<file path="src/rtl/agc_pkg.sv">
package agc_pkg;
  typedef struct packed {
    logic [3:0] ex;
    logic [3:0] man;
  } gcode_t;

  typedef enum logic [1:0] {
    SEL_SET1    = 2'b00,
    SEL_PERSAMP = 2'b01,
    SEL_SET0    = 2'b10,
    SEL_FORCE1  = 2'b11
  } gsel_e;
endpackage

</file>
<file path="src/rtl/agc_coef_sel.sv">
module agc_coef_sel
  import agc_pkg::*;
(
  input  logic [31:0] gains_word,
  input  logic [1:0]  sel,
  input  logic        samp_set,
  input  logic        attack,
  output gcode_t      code
);
  gcode_t decay_c  [2];
  gcode_t attack_c [2];
  logic   use_set1;

  // set s: decay in the high half, attack in the low half, set 0 first
  generate
    for (genvar s = 0; s < 2; s++) begin : g_set
      assign decay_c[s]  = gcode_t'(gains_word[31-8*s -: 8]);
      assign attack_c[s] = gcode_t'(gains_word[15-8*s -: 8]);
    end
  endgenerate

  always_comb begin
    unique case (gsel_e'(sel))
      SEL_SET0:    use_set1 = 1'b0;
      SEL_PERSAMP: use_set1 = samp_set;
      default:     use_set1 = 1'b1;
    endcase
    code = attack ? attack_c[use_set1] : decay_c[use_set1];
  end
endmodule

</file>
<file path="src/rtl/agc_step.sv">
module agc_step
  import agc_pkg::*;
#(
  parameter int MAG_W     = 16,
  parameter int FRAC_W    = 16,
  parameter int ERR_SHIFT = 8,
  localparam int PROD_W   = MAG_W + 4,
  localparam int DLT_W    = PROD_W + FRAC_W
) (
  input  gcode_t             code,
  input  logic [MAG_W-1:0]   err_mag,
  input  logic               median,
  output logic [DLT_W-1:0]   delta
);
  logic [PROD_W-1:0] prod;
  logic [DLT_W-1:0]  mean_d;
  logic [DLT_W-1:0]  med_d;

  always_comb begin
    prod   = PROD_W'(err_mag) * PROD_W'(code.man);
    mean_d = {prod, {FRAC_W{1'b0}}} >> (code.ex + ERR_SHIFT);
    med_d  = DLT_W'({code.man, {FRAC_W{1'b0}}}) >> code.ex;
    delta  = median ? med_d : mean_d;
  end
endmodule

</file>
<file path="src/rtl/agc_accum.sv">
module agc_accum #(
  parameter int GAIN_W = 16,
  parameter int FRAC_W = 16,
  parameter int DLT_W  = 36,
  localparam int ACC_W = GAIN_W + FRAC_W,
  localparam int SUM_W = ((ACC_W > DLT_W) ? ACC_W : DLT_W) + 2
) (
  input  logic              clk,
  input  logic              rst,
  input  logic              upd,
  input  logic              dec,
  input  logic [DLT_W-1:0]  delta,
  input  logic [GAIN_W-1:0] up_lim,
  input  logic [GAIN_W-1:0] lo_lim,
  output logic [GAIN_W-1:0] gain
);
  logic [ACC_W-1:0]        acc;
  logic signed [SUM_W-1:0] cur, dlt, raw, hi, lo, nxt;

  always_comb begin
    cur = $signed({{(SUM_W-ACC_W){1'b0}}, acc});
    dlt = $signed({{(SUM_W-DLT_W){1'b0}}, delta});
    hi  = $signed({{(SUM_W-ACC_W){1'b0}}, up_lim, {FRAC_W{1'b0}}});
    lo  = $signed({{(SUM_W-ACC_W){1'b0}}, lo_lim, {FRAC_W{1'b0}}});
    raw = dec ? (cur - dlt) : (cur + dlt);
    if (raw > hi)      nxt = hi;
    else if (raw < lo) nxt = lo;
    else               nxt = raw;
  end

  always_ff @(posedge clk) begin
    if (rst)      acc <= '0;
    else if (upd) acc <= nxt[ACC_W-1:0];
  end

  assign gain = acc[ACC_W-1 -: GAIN_W];
endmodule

</file>
<file path="src/rtl/agc_snapshot.sv">
module agc_snapshot #(
  parameter int GAIN_W   = 16,
  parameter int SNAP_LAT = 4,
  localparam int CW      = $clog2(SNAP_LAT + 1)
) (
  input  logic              clk,
  input  logic              rst,
  input  logic              wr,
  input  logic [GAIN_W-1:0] live,
  output logic [GAIN_W-1:0] held,
  output logic              ready
);
  logic [CW-1:0] cnt;

  always_ff @(posedge clk) begin
    if (rst) begin
      cnt   <= '0;
      held  <= '0;
      ready <= 1'b0;
    end else if (wr) begin
      held  <= live;
      cnt   <= CW'(SNAP_LAT);
      ready <= 1'b0;
    end else if (cnt != '0) begin
      cnt <= cnt - CW'(1);
      if (cnt == CW'(1)) ready <= 1'b1;
    end
  end
endmodule

</file>
<file path="src/rtl/agc_loop.sv">
module agc_loop
  import agc_pkg::*;
#(
  parameter int MAG_W     = 16,
  parameter int GAIN_W    = 16,
  parameter int FRAC_W    = 16,
  parameter int ERR_SHIFT = 8,
  parameter int SNAP_LAT  = 4,
  localparam int DLT_W    = MAG_W + 4 + FRAC_W
) (
  input  logic              clk,
  input  logic              rst,
  input  logic [31:0]       cfg_gains,
  input  logic [GAIN_W-1:0] cfg_upper,
  input  logic [GAIN_W-1:0] cfg_lower,
  input  logic [MAG_W-1:0]  cfg_thresh,
  input  logic [1:0]        cfg_sel,
  input  logic              cfg_median,
  input  logic              mag_valid,
  input  logic [MAG_W-1:0]  mag_in,
  input  logic              mag_set,
  input  logic              snap_wr,
  output logic [GAIN_W-1:0] gain_out,
  output logic [GAIN_W-1:0] snap_gain,
  output logic              snap_ready
);
  logic             above, upd;
  logic [MAG_W-1:0] err_mag;
  gcode_t           code;
  logic [DLT_W-1:0] delta;

  always_comb begin
    above   = mag_in > cfg_thresh;
    err_mag = above ? (mag_in - cfg_thresh) : (cfg_thresh - mag_in);
    upd     = mag_valid && (mag_in != cfg_thresh);
  end

  agc_coef_sel u_sel (
    .gains_word (cfg_gains),
    .sel        (cfg_sel),
    .samp_set   (mag_set),
    .attack     (above),
    .code       (code)
  );

  agc_step #(.MAG_W(MAG_W), .FRAC_W(FRAC_W), .ERR_SHIFT(ERR_SHIFT)) u_step (
    .code    (code),
    .err_mag (err_mag),
    .median  (cfg_median),
    .delta   (delta)
  );

  agc_accum #(.GAIN_W(GAIN_W), .FRAC_W(FRAC_W), .DLT_W(DLT_W)) u_acc (
    .clk    (clk),
    .rst    (rst),
    .upd    (upd),
    .dec    (above),
    .delta  (delta),
    .up_lim (cfg_upper),
    .lo_lim (cfg_lower),
    .gain   (gain_out)
  );

  agc_snapshot #(.GAIN_W(GAIN_W), .SNAP_LAT(SNAP_LAT)) u_snap (
    .clk   (clk),
    .rst   (rst),
    .wr    (snap_wr),
    .live  (gain_out),
    .held  (snap_gain),
    .ready (snap_ready)
  );
endmodule

</file>
<file path="config.mk">
export PLATFORM = sky130hd
export DESIGN_NAME = agc_loop
export DESIGN_NICKNAME = d
export VERILOG_FILES = /design/src/rtl/agc_pkg.sv /design/src/rtl/agc_coef_sel.sv /design/src/rtl/agc_step.sv /design/src/rtl/agc_accum.sv /design/src/rtl/agc_snapshot.sv /design/src/rtl/agc_loop.sv
export SDC_FILE = /design/constraint.sdc
export NUM_CORES = 1
export LEC_CHECK = 0
export CAP_MARGIN = 15
export CORE_UTILIZATION = 45
export DETAILED_ROUTE_END_ITERATION = 6
export PLACE_DENSITY = 0.79
export SLEW_MARGIN = 20
export SYNTH_ARGS = -nofsm -noshare
export SYNTH_HDL_FRONTEND = slang
export SYNTH_SLANG_ARGS = --single-unit
</file>
<file path="constraint.sdc">
create_clock -name clk -period 14.3 [get_ports clk]
set_input_delay 2.86 -clock clk [delete_from_list [all_inputs] [get_ports clk]]
set_output_delay 2.86 -clock clk [all_outputs]
set_load 0.02 [all_outputs]
</file>
==> metrics.md <==
| Metric | Value |
|---|---|
| Run status | `complete, but fails checks` |
| Failing checks | `design-rule violations` |
| Sequential share of the synthesized area | `8.56%` |
| Number of buffers created by CTS | `5` |
| Number of setup violations in the final report | `0` |
| Largest voltage drop on the vdd net | `between 0.1 and 0.15 mV` |
| Clock Skews | `10.4 ps` |
| Register bit total from synthesis | `52` |
| Final Wtd Congestion | `between 1 and 1.5` |
| Number of distinct library cells after synthesis | `88` |
| Post-Synthesis Net Count | `about 2,000` |
| Input/output buffers | `between 100 and 150` |
| Post-synthesis cell type with the largest combined area | `sky130_fd_sc_hd__ha_1` |
| # clock sinks | `52` |
| Final critical-path share of the clock period | `approximately 98%` |
| Top area cells in the synthesized netlist | `sky130_fd_sc_hd__ha_1, sky130_fd_sc_hd__dfxtp_1, sky130_fd_sc_hd__mux2i_1` |
| Vias after detailed routing | `14,200` |
| Root cell of the clock tree | `sky130_fd_sc_hd__clkbuf_16` |
| Kind of end point of the critical path | `flip-flop` |
| Vias in the first global route | `about 14,000` |
| Post-route standard cell area excluding fillers | `around 17,000 um^2` |
| Detail-routed via count per cell | `~6.0` |
| Startpoint of the lowest-slack hold path | `u_snap.held[15]` |
| Die Span X | `between 150 and 200 um` |
| Filler cells | `2,290` |
| Post-DRT Antenna Nets | `0` |
| Cells after DPL | `2,315` |
| Most frequent cell after synthesis | `sky130_fd_sc_hd__nor2_1` |
| Post-Syn Instances | `1,672` |
| Design internal power | `2040 uW` |
| Worst slew slack as a fraction of its limit | `a little over two fifths` |
| Antenna fix cells | `0` |
| Share of flip-flops with an asynchronous set or reset | `0%` |
| HPWL reported at the end of detailed placement | `approximately 36,000 um` |
| Clock tree from TritonCTS | `built` |
| Max Slew Vio Count | `0` |
| Clock period minus worst slack | `13,970 ps` |
| Worst skew pair latency | `310 ps` |
| Max Root-Sink Buffers | `2` |
| Area of the core region | `26,300 um^2` |
| Overall global routing resource usage | `between 30 and 40%` |
| Critical path start-end classification | `input pin to flip-flop` |
| Switching power | `around 2200 uW` |
| Final Power | `4250 uW` |
| Total power per unit cell area | `around 260 nW/um^2` |
| Top achievable clock speed | `71.6 MHz` |
| Total congestion overflow | `0` |
| Main synth FF type | `sky130_fd_sc_hd__dfxtp_1` |
| Storage cell area | `between 1000 and 1500 um^2` |
| Worst min path class | `flip-flop to flip-flop` |
| Antenna violations before repair | `0` |
| Hold buffer count at cts | `0` |
| Maximum number of pins on one net before global-route repair | `between 50 and 60` |
| Synthesis warning total | `0` |
| Mean Syn Cell Area | `7.27 um^2` |
| Post-detailed-routing wire length | `about 44,000 um` |
| Reg clk slew, reported paths | `about 70 ps` |
| Average wire length per cell after detail routing | `around 19 um` |
| Pleak | `between 0.007 and 0.008 uW` |
| Proportion of total power due to net switching | `between 50% and 60%` |
| Number of flops mapped to enable cells by yosys | `0` |
| Growth of design area from synthesis to finish | `36.3%` |
| Hold Vio Cnt, Final | `0` |
| Number of H-tree branching levels | `2` |
| Top cell type's share of synthesized area | `roughly 16%` |
| Final instance count without filler cells | `2,350` |
| Slew of the pin with the lowest slew margin | `around 840 ps` |
| Placed cell areas | `roughly 16,000 um^2` |
| Worst Hold Endpoint | `u_snap.held[15]` |
| Number of top-level pins | `between 100 and 150` |
| Post-Route Utilization | `around 63%` |
| Most instantiated cells after synthesis | `sky130_fd_sc_hd__nor2_1, sky130_fd_sc_hd__inv_1, sky130_fd_sc_hd__ha_1, sky130_fd_sc_hd__a21oi_1, sky130_fd_sc_hd__nand2_1` |
| Highest-delay cell along the critical path | `sky130_fd_sc_hd__or4b_4` |
| Clk pwr share | `approximately 3.1%` |
| Logic gate share of total power | `about nine tenths` |
| Slowest Stage Delay on Critical Path | `540 ps` |
| CP Data Required Time | `about 14,000 ps` |
| Initial Util | `46.3%` |
| Die Y-Extent | `around 170 um` |
| Share of layout cells above drive strength 1 | `a little under a quarter` |
| Data arrival time at the worst-slack endpoint | `around 14,000 ps` |
| CP top delay family | `compound AO/OA/AOI/OAI gates` |
| Critical path launch point type | `input pin` |
| Standard-cell row count | `between 50 and 60` |
| Remaining DRCs | `15` |
| R2R setup slack | `between 8000 and 9000 ps` |
| Total area of multi-input combinational cells | `10,700 um^2` |
| Maximum fanout count along the critical path | `9` |
| Worst flop-to-flop path startpoint | `u_acc.acc[1]` |
| Sum Neg Setup Slack | `0 ps` |
| Detailed-router iteration count before antenna repair | `7` |
| Netlist area before placement | `12,200 um^2` |
| Max Cap Violations | `0` |
| Die area | `27,700 um^2` |
| Terminus of the critical flop-to-flop path | `u_acc.acc[17]` |
| Hold path cells | `2` |
| Unrepaired setup endpoints after global routing | `yes` |
| Part of the total power dissipated in sequential elements | `5.3%` |
| Count of routing violations after the opening detailed-route iteration | `about 1,100` |
| Worst Path Buf+Inv | `11` |
| Global-route wire length before repair | `69,000 um` |
| Number of cells on the worst reg-to-reg path | `24` |
| Final Net Count | `roughly 2,300` |
==> final cells by class <==
class	count	area share, %
flip-flops and latches	52	6.29
multi-input cells	1359	64.7
clock inverters	2	0.0907
inverters	166	3.76
clock buffers	6	0.839
well taps	335	2.53
repair buffers	430	21.8
==> sequential cells by signal, indices dropped and copies added, names as in the netlist <==
register and flops:
u_snap.held 16, u_acc.acc 32, u_snap.ready 1, u_snap.cnt 3
==> power groups by stage <==
stage                     Clock (uW)  Sequential [uW]  Combinational, uW
after floorplan                    0              207               2050
after detailed placement           0              225               3420
final                            133              227               3890
after CTS                        133              222               3460
after global placement             0              224               3370
after global routing             138              230               4190
==> worst max-delay path by stage <==
stage                       start             to  cells past startpoint
floorplan           cfg_thresh[7]  u_acc.acc[17]                     51
global placement    cfg_thresh[9]  u_acc.acc[25]                     50
detailed placement  cfg_thresh[9]   u_acc.acc[2]                     51
CTS                 cfg_thresh[0]   u_acc.acc[2]                     53
global route        cfg_thresh[0]  u_acc.acc[10]                     58
finish              cfg_thresh[9]  u_acc.acc[17]                     54
==> what timing repair did <==
action | 4_1_cts | 5_1_grt
gates cloned | 0 | 2
buffers inserted | 0 | 24
resized for setup | 7 | 136
setup endpoints to repair | 32 | 32
pin swaps | 1 | 55
==> metal layers <==
metal | vias to the layer above | wire length [um] | track usage (%)
met5 | - | 0 | 0
met4 | 0 | 1920 | 11.9
met3 | 129 | 3050 | 3.79
met2 | 654 | 21200 | 53.8
met1 | 6710 | 18200 | 37.5
li1 | 6675 | - | -
==> worst min-delay path, delay by kind of cell, from the launching register on <==
kind             cells  cell delay (ps)
multiplexers         1               60
flip-flops           1              330
AND/OR/NAND/NOR      1               70
==> cells by family (layout without fill, tap and decap cells) <==
| logic type | count (synthesis) | after routing | share of synthesized area, % |
|---|---|---|---|
| buffers and inverters | 263 | 604 | 9.04 |
| AND/OR/NAND/NOR | 541 | 543 | 21.5 |
| multiplexers | 109 | 109 | 9.32 |
| AO/OA/AOI/OAI | 466 | 466 | 26.5 |
| adder cells (fa/ha/maj) | 185 | 185 | 21.0 |
| XOR/XNOR | 56 | 56 | 4.10 |
| flip-flops | 52 | 52 | 8.56 |
==> through the flow <==
step                worst slack (ps)  hold slack, ps
floorplan                        145             449
global placement                -142             468
detailed placement              -532             478
CTS                             51.5             490
global route                    -176             520
finish                           329             494
==> cell usage in the layout (no fill, tap or decap), types with 43 or more instances in the layout <==
cell / netlist / final
sky130_fd_sc_hd__nor2_1: 191 / 185
sky130_fd_sc_hd__a21o_1: 43 / 43
sky130_fd_sc_hd__inv_1: 166 / 166
sky130_fd_sc_hd__a21oi_1: 120 / 106
sky130_fd_sc_hd__o21ai_0: 68 / 56
sky130_fd_sc_hd__dfxtp_1: 52 / 52
sky130_fd_sc_hd__buf_4: 19 / 287
sky130_fd_sc_hd__mux2i_1: 85 / 77
sky130_fd_sc_hd__nand2_1: 113 / 113
sky130_fd_sc_hd__ha_1: 153 / 146
sky130_fd_sc_hd__clkdlybuf4s50_1: 0 / 133
Power figures use the tool's default switching activity.
